<file path="src/rtl/wadc_pkg.sv">
package wadc_pkg;

    parameter int CODE_W      = 12;
    parameter int SYNC_STAGES = 2;

    localparam int CNT_W = CODE_W + 1;

    typedef logic [CNT_W-1:0]  cnt_t;
    typedef logic [CODE_W-1:0] code_t;

    typedef struct packed {
        code_t code;
        logic  ovf;
        logic  done;
    } result_t;

    function automatic code_t sat_code(input cnt_t c);
        return c[CNT_W-1] ? {CODE_W{1'b1}} : c[CODE_W-1:0];
    endfunction

    function automatic logic at_last(input cnt_t c);
        return (c[CNT_W-1] == 1'b0) && (&c[CODE_W-1:0]);
    endfunction

endpackage

</file>
<file path="src/rtl/wadc_sync.sv">
module wadc_sync #(
    parameter int STAGES = 2
) (
    input  logic clk_i,
    input  logic d_i,
    output logic q_o
);
    generate
        if (STAGES <= 1) begin : g_single
            logic s_q;
            always_ff @(posedge clk_i) s_q <= d_i;
            assign q_o = s_q;
        end else begin : g_chain
            logic [STAGES-1:0] s_q;
            always_ff @(posedge clk_i) s_q <= {s_q[STAGES-2:0], d_i};
            assign q_o = s_q[STAGES-1];
        end
    endgenerate
endmodule

</file>
<file path="src/rtl/wadc_counter.sv">
module wadc_counter
    import wadc_pkg::*;
(
    input  logic clk_i,
    input  logic rst_i,
    input  logic run_i,
    output cnt_t cnt_o
);
    cnt_t cnt_q;

    always_ff @(posedge clk_i) begin
        if (rst_i)      cnt_q <= '0;
        else if (run_i) cnt_q <= cnt_q + cnt_t'(1);
    end

    assign cnt_o = cnt_q;


    msb_clean_chk: assert property (@(posedge clk_i) disable iff (rst_i)
        cnt_q[CNT_W-1] |-> (cnt_q[CODE_W-1:0] == '0));


    rst_clear_chk: assert property (@(posedge clk_i)
        rst_i |=> (cnt_q == '0));
endmodule

</file>
<file path="src/rtl/wadc_ctrl.sv">
module wadc_ctrl
    import wadc_pkg::*;
(
    input  logic clk_i,
    input  logic rst_i,
    input  logic cmp_s_i,
    input  cnt_t cnt_i,
    output logic run_o,
    output logic done_o
);
    logic done_q;
    logic hit_top;

    assign hit_top = at_last(cnt_i);
    assign run_o   = !rst_i && !done_q && !cmp_s_i && !cnt_i[CNT_W-1];

    always_ff @(posedge clk_i) begin
        if (rst_i)                       done_q <= 1'b0;
        else if (cmp_s_i)                done_q <= 1'b1;
        else if (run_o && hit_top)       done_q <= 1'b1;
    end

    assign done_o = done_q;


    done_sticky_chk: assert property (@(posedge clk_i) disable iff (rst_i)
        done_q |=> done_q);


    top_stops_chk: assert property (@(posedge clk_i) disable iff (rst_i)
        cnt_i[CNT_W-1] |-> !run_o);
endmodule

</file>
<file path="src/rtl/wadc_conv_top.sv">
module wadc_conv_top
    import wadc_pkg::*;
(
    input  logic              clk_i,
    input  logic              rst_i,
    input  logic              cmp_i,
    output logic [CODE_W-1:0] code_o,
    output logic              ovf_o,
    output logic              done_o
);
    logic    cmp_s;
    logic    run;
    logic    done;
    cnt_t    cnt;
    result_t res;

    wadc_sync #(.STAGES(SYNC_STAGES)) u_sync (
        .clk_i (clk_i),
        .d_i   (cmp_i),
        .q_o   (cmp_s)
    );

    wadc_ctrl u_ctrl (
        .clk_i   (clk_i),
        .rst_i   (rst_i),
        .cmp_s_i (cmp_s),
        .cnt_i   (cnt),
        .run_o   (run),
        .done_o  (done)
    );

    wadc_counter u_cnt (
        .clk_i (clk_i),
        .rst_i (rst_i),
        .run_i (run),
        .cnt_o (cnt)
    );

    always_comb begin
        res.code = sat_code(cnt);
        res.ovf  = cnt[CNT_W-1];
        res.done = done;
    end

    assign code_o = res.code;
    assign ovf_o  = res.ovf;
    assign done_o = res.done;


    count_step_chk: assert property (@(posedge clk_i) disable iff (rst_i)
        (!done_o && !cmp_s && !ovf_o) |=> (cnt == $past(cnt) + cnt_t'(1)));


    frozen_stable_chk: assert property (@(posedge clk_i) disable iff (rst_i)
        done_o |=> ($stable(code_o) && $stable(ovf_o)));


    ovf_done_chk: assert property (@(posedge clk_i) disable iff (rst_i)
        ovf_o |-> (done_o && (&code_o)));


    rst_outputs_chk: assert property (@(posedge clk_i)
        rst_i |=> (!done_o && !ovf_o && (code_o == '0)));
endmodule

</file>
<file path="config.mk">
export PLATFORM = sky130hd
export DESIGN_NAME = wadc_conv_top
export DESIGN_NICKNAME = d
export VERILOG_FILES = /design/src/rtl/wadc_pkg.sv /design/src/rtl/wadc_sync.sv /design/src/rtl/wadc_counter.sv /design/src/rtl/wadc_ctrl.sv /design/src/rtl/wadc_conv_top.sv
export SDC_FILE = /design/constraint.sdc
export NUM_CORES = 1
export LEC_CHECK = 0
export BUFFER_PORTS_ARGS = -buffer_cell sky130_fd_sc_hd__buf_4
export CORE_UTILIZATION = 30
export DETAILED_ROUTE_END_ITERATION = 12
export HOLD_SLACK_MARGIN = 0.1
export PLACE_DENSITY_LB_ADDON = 0.08
export RECOVER_POWER = 100
export SYNTH_ARGS = -nofsm -noshare
export SYNTH_HDL_FRONTEND = slang
export SYNTH_SLANG_ARGS = --single-unit
export TNS_END_PERCENT = 30
</file>
<file path="constraint.sdc">
create_clock -name clk_i -period 1.9 [get_ports clk_i]
set_input_delay 0.285 -clock clk_i [delete_from_list [all_inputs] [get_ports clk_i]]
set_output_delay 0.285 -clock clk_i [all_outputs]
set_load 0.01 [all_outputs]
</file>
==> flow_metrics.tcl, run 1 <==
set metrics [dict create \
    status "complete, no violations" \
    synth_simple_gate_area_share_pct 39.6 \
    critPathBufInv 2 \
    cts_tree "built" \
    slew_violations 0 \
    grt_pass1_vias 587 \
    setup_viol 0 \
    drive_gt1_share_pct 17.9 \
    drt_iter0_markers 4 \
    antenna_found_initial 0 \
    antenna_cells 0 \
    synth-adder-area-share_pct 1.61 \
    synth_top_family_by_area "simple AND/OR/NAND/NOR gates" \
    drc_errors 0 \
    slowest_delay_ns 0.47 \
    critPathMaxFanout 10 \
    io_pins 17 \
    finalCritPeriodShare_pct 86.2 \
    fin_tns_setup_ns 0 \
    path_common_cell "clkbuf_1" \
    synthXorXnorAreaFrac_pct 10.1 \
    synth_compound_area_share_pct 4.83 \
    syn_inst 86 \
    min_path_type "in2reg" \
    area_growth_pct 14.5 \
    fp.dieW_um 52.9 \
    crit_required_ns 1.62 \
    wl_per_cell_um 12.0 \
    yosysSeqAreaShare_pct 41.2 \
    fmax_mhz 611 \
    netlist_area_um2 777 \
    grt_start_max_net_pins 18 \
    ys_seq_elements 16 \
    nNetsFinal 111 \
    start_util_pct 31.7 \
    post-route-min-period_ns 1.64 \
    cp-end-kind "primary output" \
    grt_overflow_total 0 \
    clkSlewWorstSetupHoldPaths_ns 0.09 \
    rsz0062_at_grt "false" \
    cts-root-buf "clkbuf_4" \
    avgViaCountPerCell 4.76 \
    synthMuxAreaShare_pct 0 \
    cts_resized 0 \
    whs_ns 0.287 \
    syn_avg_cell_area_um2 9.03 \
    tightest_slew_ns 0.342 \
    numCtsBuffers 3 \
    grt_pass1_wl_mm 2.70 \
    yosys_warnings 0 \
    worstPathCellList "clkbuf_1 > or2_2 > clkbuf_1" \
    core-area_um2 2450 \
    path_delay_family "flip-flops" \
    power.density_nw_per_um2 687 \
    portBuffers 16 \
    cts_sinks 16 \
    worst_clock_skew_ns 0.00244 \
    max_slew_margin_pct 76.9 \
    routed-via-count 648 \
    arrival_ns 1.35 \
    critical_path.slowest_cell "dfxtp_1" \
    grt_use_total_pct 13.6 \
    utilization_pct 36.2 \
    cp-start-kind "register" \
    antenna_left 0 \
    syn_nets 90 \
    row_count 18 \
    gp_congestion 0.778 \
    clock_latency_ns 0.28 \
    h-tree-depth 1 \
    drv_cap 0 \
    first_pass_iters 4 \
    hold_viol 0 \
    path_class "reg2out" \
    leakage_nw 0.359 \
    fp.dieArea_um2 2800 \
    die_h_um 52.9 \
    synth.distinct_cells 27 \
    finalPower_w 0.000611 \
    clockBufferDepth 2 \
    ir_worst_vdd_mv 0.319 \
    drt_wl_total_mm 1.63 \
]
==> cell type report <==
class,instances,area [µm²]
inverter,2,7.51
clock buffer,4,36.3
timing repair buffer,19,88.8
tap,30,37.5
fill,281,1570
sequential,16,320
multi-input combinational,65,399
==> kinds of logic (layout without fill, tap and decap cells) <==
logic type,after synthesis,count (layout)
compound gates,7,7
xor+xnor,9,9
fa+ha+maj,1,1
buf+inv,5,25
flops,16,16
simple gates,48,48
==> metal layers <==
layer,vias up,wire [µm],GRT usage [%]
met1,298,788,17.3
met3,2,69,5.17
met4,0,15,3.95
met2,13,753,21.1
li1,335,-,-
met5,-,0,0
==> timing repair <==
item,in CTS,in global routing
endpoints found under the hold margin,1,0
setup buffers,0,0
hold buffers,1,0
==> cells in the final DEF, fill, tap and decap left out, drive strengths merged <==
master / netlist / layout
a21oi: 5 / 5
and3: 1 / 1
and3b: 1 / 1
and4b: 1 / 1
buf: 1 / 2
clkbuf: 2 / 20
dfxtp: 16 / 16
dlygate4sd3: 0 / 1
ha: 1 / 1
inv: 2 / 2
nand2: 7 / 7
nand3: 3 / 3
nand4: 2 / 2
nand4b: 1 / 1
nor2: 11 / 11
nor3: 3 / 3
nor4: 2 / 2
nor4b: 1 / 1
o21ai: 1 / 1
o31ai: 1 / 1
or2: 11 / 11
or3: 2 / 2
or4: 1 / 1
or4b: 1 / 1
xnor2: 6 / 6
xor2: 3 / 3
==> flip-flops by register name, summed over array words and instances (netlist names) <==
name and count:
u_ctrl.done_o 1, u_sync.g_chain.s_q 2, u_cnt.cnt_o 13
==> final timing paths <==
| kind | startpoint | end | slack [ns] | cells past startpoint |
|---|---|---|---|---|
| worst max register to register | u_cnt.cnt_o[12]$_SDFFE_PP0P_ | u_cnt.cnt_o[8]$_SDFFE_PP0P_ | 0.33 | 4 |
| worst max-delay path | u_cnt.cnt_o[12]$_SDFFE_PP0P_ | code_o[6] | 0.26 | 3 |
| worst min register to register | u_sync.g_chain.s_q[0]$_DFF_P_ | u_sync.g_chain.s_q[1]$_DFF_P_ | 0.33 | 0 |
| worst min-delay path | rst_i | u_cnt.cnt_o[10]$_SDFFE_PP0P_ | 0.29 | 2 |
==> synthesized netlist by cell type <==
cell type / number / area [µm²]
o31ai_1: 1 / 7.51
or2_2: 11 / 68.8
and3_1: 1 / 6.26
nand3_1: 3 / 15.0
inv_1: 2 / 7.51
nand4_1: 1 / 6.26
nor2_1: 11 / 41.3
nor4b_4: 1 / 23.8
nand2_1: 7 / 26.3
nor4_2: 2 / 25.0
nand4_2: 1 / 12.5
a21oi_1: 5 / 25.0
clkbuf_1: 2 / 7.51
or4b_1: 1 / 10.0
or4_1: 1 / 7.51
or3_1: 2 / 12.5
nand4b_1: 1 / 8.76
ha_1: 1 / 12.5
and4b_1: 1 / 10.0
dfxtp_1: 16 / 320
and3b_1: 1 / 8.76
xor2_1: 3 / 26.3
xnor2_1: 6 / 52.6
nor3_1: 1 / 5.00
buf_2: 1 / 5.00
o21ai_0: 1 / 5.00
nor3_2: 2 / 20.0
==> power by group <==
part	switching [W]	internal, W	leakage [nW]
Sequential	0.00000723	0.000343	0.130
Clock	0.000106	0.000117	0.0210
Combinational	0.0000221	0.0000166	0.207
Total	0.000135	0.000476	0.359
==> metrics by stage <==
stage	cells	setup slack, ns	cell area (µm²)
6_report	136	0.262	890
5_1_grt	136	0.130	890
3_3_place_gp	131	0.363	937
4_1_cts	136	0.279	983
2_1_floorplan	86	0.455	777
3_5_place_dp	131	0.368	937
==> worst reg2reg max path: cells and delay by family, from the launching register on <==
family / cells / cell delay (ns)
XOR/XNOR: 1 / 0.17
flip-flops: 1 / 0.39
AND/OR/NAND/NOR: 3 / 0.91
Power figures use the tool's default switching activity.
==> run 2, diff against run 1 <==
--- a/config.mk
+++ b/config.mk
@@ -9,7 +9,7 @@
 export CORE_UTILIZATION = 30
 export DETAILED_ROUTE_END_ITERATION = 12
 export HOLD_SLACK_MARGIN = 0.1
-export PLACE_DENSITY_LB_ADDON = 0.08
+export PLACE_DENSITY = 0.56
 export RECOVER_POWER = 100
 export SYNTH_ARGS = -nofsm -noshare
 export SYNTH_HDL_FRONTEND = slang
==> run 2 against run 1 <==
Net effect: combinational power about the same; largest power group unchanged; fmax shrank 1.3%; critical endpoint is now u_cnt.cnt_o[9]$_SDFFE_PP0P_; register-to-register slack worse by 0.09 ns; first-iteration DRC count up 130%; wire length shrank 6.2%; sequential cell count stayed put; clock-buffer cell count shrank 1.
==> flow_metrics.tcl, run 2 (synthesized netlist as in run 1, its figures left out) <==
set metrics [dict create \
    avgViaCountPerCell 4.69 \
    cp-start-kind "register" \
    drt_iter0_markers 9 \
    drv_cap 0 \
    p_comb_share_pct 6.9 \
    antenna_found_initial 0 \
    h-tree-depth 1 \
    pre_cts_ws_ns 0.277 \
    clock_latency_ns 0.27 \
    finalPower_w 0.000558 \
    worstPathCellList "or3_1 > nor4_1 > xnor2_1 > nor2_1" \
    drt_wl_total_mm 1.53 \
    core-area_um2 2450 \
    finalCritPeriodShare_pct 87.3 \
    p_seq_share_pct 62.8 \
    cts_tree "built" \
    numCtsBuffers 3 \
    worst_clock_skew_ns 0.00522 \
    routed-via-count 629 \
    nNetsFinal 110 \
    fp.dieArea_um2 2800 \
    largest_register_ffs 13 \
    dp_hpwl_mm 1.09 \
    reg2reg_to "u_cnt.cnt_o[9]$_SDFFE_PP0P_" \
    antenna_cells 0 \
    grt_pass1_vias 564 \
    cp-end-kind "register" \
    grt_start_max_net_pins 18 \
    max_slew_margin_pct 68.5 \
    clockBufferDepth 2 \
    cts_setup_buffers 0 \
    status "complete, no violations" \
    fp.dieW_um 52.9 \
    antenna_left 0 \
    drc_errors 0 \
    whs_ns 0.299 \
    ir_worst_vdd_mv 0.349 \
    tightest_slew_ns 0.472 \
    fin_ws_ns 0.241 \
    critPathMaxFanout 16 \
    first_pass_iters 4 \
    post-route-min-period_ns 1.66 \
    start_util_pct 31.7 \
    clkSlewWorstSetupHoldPaths_ns 0.09 \
    crit_required_ns 2.07 \
    p_int_w 0.000433 \
    min_to "u_cnt.cnt_o[1]$_SDFFE_PP0P_" \
    area_growth_pct 14.3 \
    grt_pass1_wl_mm 2.57 \
    portBuffers 16 \
    rsz0062_at_grt "false" \
    wl_per_cell_um 11.4 \
    p_sw_w 0.000125 \
    io_pins 17 \
    row_count 18 \
    slowest_delay_ns 0.55 \
    cts-root-buf "clkbuf_4" \
    slew_violations 0 \
    holdPathStages 2 \
    nFillCells 277 \
    die_h_um 52.9 \
    gp_congestion 0.716 \
    power.density_nw_per_um2 628 \
    cts_sinks 16 \
    reg2reg_depth 4 \
    leakage_nw 0.362 \
    hold_viol 0 \
    critical_path.slowest_cell "or3_1" \
    grt_use_total_pct 12.7 \
    timing.rr.start "u_cnt.cnt_o[12]$_SDFFE_PP0P_" \
    power_frac_clock_pct 30.3 \
    grt_overflow_total 0 \
    drive_gt1_share_pct 18.3 \
    min_path_type "in2reg" \
    swShare_pct 22.4 \
    most-common-layout-cells "16 x dfxtp_1, 15 x clkbuf_1, 11 x or2_2, 11 x nor2_1, 7 x nand2_1" \
    fin_tns_setup_ns 0 \
    fmax_mhz 603 \
    min-delay-start "rst_i" \
    setup_viol 0 \
    path_class "reg2reg" \
    rrSetupSlack_ns 0.24 \
    layout_commonest_cell "dfxtp_1" \
    arrival_ns 1.83 \
]
## run 2: changes by cell type in the layout (fill, tap and decap cells not counted)
| cell | change |
|---|---|
| nor4b_4 | +1 |
| nor3_1 | -1 |
| clkbuf_8 | -1 |
| buf_4 | -1 |
| nor4b_1 | -1 |
| nor3_2 | +1 |
## run 2: layer usage
metal	routed length, µm	vias to the layer above	GRT usage, %
li1	-	329	-
met1	800	290	18.4
met2	663	8	17.7
met3	47	2	1.72
met4	14	0	6.58
met5	0	-	0
## run 2: timing repair
action	CTS	global route
hold buffers	0	1
endpoints found under the hold margin	0	1
resized for setup	0	0
## run 2: layout make-up
| cell class | count | area, µm² | area share, % |
|---|---|---|---|
| Timing Repair Buffer | 18 | 81.3 | 9.15 |
| Clock buffer | 3 | 22.5 | 2.54 |
| Tap cell | 30 | 37.5 | 4.23 |
| Inverter | 2 | 7.51 | 0.845 |
| Sequential cell | 16 | 320 | 36.1 |
| Multi-Input combinational cell | 65 | 419 | 47.2 |
## run 2: worst max-delay path, delay by kind of cell (launching register included)
family	cells	cell delay [ns]
and+or+nand+nor	3	0.93
DFF	1	0.46
xor gates and xnor gates	1	0.16
## run 2: worst max path at each step
stage / end / start / cells after the start
after global placement: u_cnt.cnt_o[8]$_SDFFE_PP0P_ / u_cnt.cnt_o[12]$_SDFFE_PP0P_ / 4
after floorplan: u_cnt.cnt_o[11]$_SDFFE_PP0P_ / u_cnt.cnt_o[12]$_SDFFE_PP0P_ / 4
after detailed placement: u_cnt.cnt_o[7]$_SDFFE_PP0P_ / u_cnt.cnt_o[12]$_SDFFE_PP0P_ / 4
final: u_cnt.cnt_o[9]$_SDFFE_PP0P_ / u_cnt.cnt_o[12]$_SDFFE_PP0P_ / 4
after CTS: u_cnt.cnt_o[7]$_SDFFE_PP0P_ / u_cnt.cnt_o[12]$_SDFFE_PP0P_ / 4
after global routing: u_cnt.cnt_o[12]$_SDFFE_PP0P_ / u_cnt.cnt_o[12]$_SDFFE_PP0P_ / 5
## run 2: power by group through the flow
stage,Sequential (W),Clock (W),Combinational (W)
2_1_floorplan,0.000357,0,0.0000252
4_1_cts,0.000350,0.000179,0.0000432
6_report,0.000350,0.000169,0.0000385
3_3_place_gp,0.000358,0,0.0000434
5_1_grt,0.000352,0.000197,0.0000430
3_5_place_dp,0.000358,0,0.0000429
## run 2: through the flow
stage	instances	util, %	instance area, µm²
floorplan	86	-	777
global placement	130	37.9	930
detailed placement	130	37.9	930
CTS	133	38.8	952
global route	134	36.2	888
finish	134	36.2	888
==> run 3, diff against run 2 <==
--- a/config.mk
+++ b/config.mk
@@ -6,10 +6,10 @@
 export NUM_CORES = 1
 export LEC_CHECK = 0
 export BUFFER_PORTS_ARGS = -buffer_cell sky130_fd_sc_hd__buf_4
-export CORE_UTILIZATION = 30
+export CORE_UTILIZATION = 35
 export DETAILED_ROUTE_END_ITERATION = 12
 export HOLD_SLACK_MARGIN = 0.1
-export PLACE_DENSITY = 0.56
+export PLACE_DENSITY = 0.63
 export RECOVER_POWER = 100
 export SYNTH_ARGS = -nofsm -noshare
 export SYNTH_HDL_FRONTEND = slang
==> run 3 against run 2 <==
Net effect: critical path type unchanged; sequential share of layout area rose by 0.46 points; core utilization increased by 7.2 points; register-to-register slack worse by 0.02 ns; global-route usage rose by 2.1 points; largest cell class unchanged; cell area down 1.3%.
==> flow_metrics.tcl, run 3 (synthesized netlist as in run 1, its figures left out) <==
set metrics [dict create \
    setup_viol 0 \
    grt_use_total_pct 14.8 \
    drv_cap 0 \
    tightest_slew_ns 0.341 \
    finalPower_w 0.000561 \
    slew_violations 0 \
    power.density_nw_per_um2 640 \
    clock_latency_ns 0.27 \
    grt_pass1_vias 628 \
    grtUsageMet1_pct 18.7 \
    gp_congestion 0.764 \
    start_util_pct 38.4 \
    clkSlewWorstSetupHoldPaths_ns 0.09 \
    grt_pass1_wl_mm 2.79 \
    busiest_layer "met2" \
    largest_register_ffs 13 \
    cp-start-kind "register" \
    cts_tree "built" \
    critPathMaxFanout 9 \
    worst_clock_skew_ns 0.000484 \
    reg2reg_to "u_cnt.cnt_o[12]$_SDFFE_PP0P_" \
    fin_tns_setup_ns 0 \
    arrival_ns 1.89 \
    holdPathStages 2 \
    portBuffers 16 \
    numCtsBuffers 3 \
    clockBufferDepth 2 \
    dp_hpwl_mm 1.12 \
    fmax_mhz 597 \
    max_slew_margin_pct 76.9 \
    most-common-layout-cells "16 x dfxtp_1, 15 x clkbuf_1, 11 x or2_2, 11 x nor2_1, 7 x nand2_1" \
    area_growth_pct 12.9 \
    routed-via-count 656 \
    core-area_um2 2020 \
    min_to "u_cnt.cnt_o[10]$_SDFFE_PP0P_" \
    rrSetupSlack_ns 0.23 \
    whs_ns 0.305 \
    io_pins 17 \
    timing.rr.start "u_cnt.cnt_o[12]$_SDFFE_PP0P_" \
    path_class "reg2reg" \
    fp.dieArea_um2 2410 \
    finalCritPeriodShare_pct 88.1 \
    grt_start_max_net_pins 18 \
    wl_per_cell_um 12.2 \
    min-delay-start "rst_i" \
    layout_commonest_cell "dfxtp_1" \
    rsz0062_at_grt "false" \
    grt_use_met2_pct 24.9 \
    cp-end-kind "register" \
    drive_gt1_share_pct 18.1 \
    antenna_cells 0 \
    nFillCells 226 \
    row_count 16 \
    nNetsFinal 111 \
    numPlacedInstances 128 \
    reg2reg_depth 6 \
    cts_setup_buffers 0 \
    grt_overflow_total 0 \
    drt_wl_total_mm 1.61 \
    post-route-min-period_ns 1.67 \
    first_pass_iters 4 \
    die_h_um 49.1 \
    avgViaCountPerCell 4.97 \
    antenna_left 0 \
    h-tree-depth 1 \
    min_path_type "in2reg" \
    hold_viol 0 \
    fp.dieW_um 49.1 \
    gr-usage-met3_pct 3.12 \
    cts_sinks 16 \
    drt_iter0_markers 4 \
    ir_worst_vdd_mv 0.371 \
    final_cell_count_no_fill 132 \
    antenna_found_initial 0 \
    status "complete, no violations" \
    drc_errors 0 \
    cts-root-buf "clkbuf_4" \
    crit_required_ns 2.11 \
    leakage_nw 0.354 \
]
[run 3: worst max path at each step]
stage                                       startpoint                           end  cells past startpoint
after detailed placement  u_cnt.cnt_o[12]$_SDFFE_PP0P_   u_cnt.cnt_o[9]$_SDFFE_PP0P_                      4
after global routing      u_cnt.cnt_o[12]$_SDFFE_PP0P_  u_cnt.cnt_o[12]$_SDFFE_PP0P_                      6
after floorplan           u_cnt.cnt_o[12]$_SDFFE_PP0P_  u_cnt.cnt_o[11]$_SDFFE_PP0P_                      4
final                     u_cnt.cnt_o[12]$_SDFFE_PP0P_  u_cnt.cnt_o[12]$_SDFFE_PP0P_                      6
after CTS                 u_cnt.cnt_o[12]$_SDFFE_PP0P_                     code_o[9]                      3
after global placement    u_cnt.cnt_o[12]$_SDFFE_PP0P_   u_cnt.cnt_o[9]$_SDFFE_PP0P_                      4
[run 3: worst max-delay path, stage by stage (launching register included)]
cell	delay [ns]
dfxtp_1	0.40
buf_4	0.20
nor3_2	0.21
clkbuf_1	0.26
and4b_1	0.23
nand4_1	0.13
a21oi_1	0.17
[run 3: routing by layer]
metal	part of all wire, %	vias to the layer above	wire length, µm
met2	47	14	758
met5	0	-	0
met1	49	310	791
met4	0	0	0
li1	-	332	-
met3	3.8	0	62
[run 3: area by class of cell]
type,instances,area [µm²],share of cell area [%]
flip-flops and latches,16,320,36.5
inverters,2,7.51,0.856
repair buffers,19,88.8,10.1
clock buffers,3,22.5,2.57
well taps,27,33.8,3.85
multi-input cells,65,404,46.1
[run 3: power by group]
| group | internal, W | leakage [nW] | switching (W) |
|---|---|---|---|
| Clock | 0.0000733 | 0.0138 | 0.0000993 |
| Sequential | 0.000343 | 0.130 | 0.00000741 |
| Combinational | 0.0000166 | 0.210 | 0.0000217 |
| Total | 0.000433 | 0.354 | 0.000128 |
[run 3: repair_timing]
action	in CTS	in global routing
hold buffers	1	0
endpoints found under the hold margin	1	0
gates resized for setup	0	0
setup endpoints to repair	0	0
[run 3: through the flow]
| step | instance area, µm² | setup WS (ns) | util [%] |
|---|---|---|---|
| floorplan | 777 | 0.455 | - |
| global placement | 933 | 0.383 | 46.2 |
| detailed placement | 933 | 0.353 | 46.2 |
| CTS | 966 | 0.314 | 47.8 |
| global route | 877 | 0.0898 | 43.4 |
| finish | 877 | 0.225 | 43.4 |
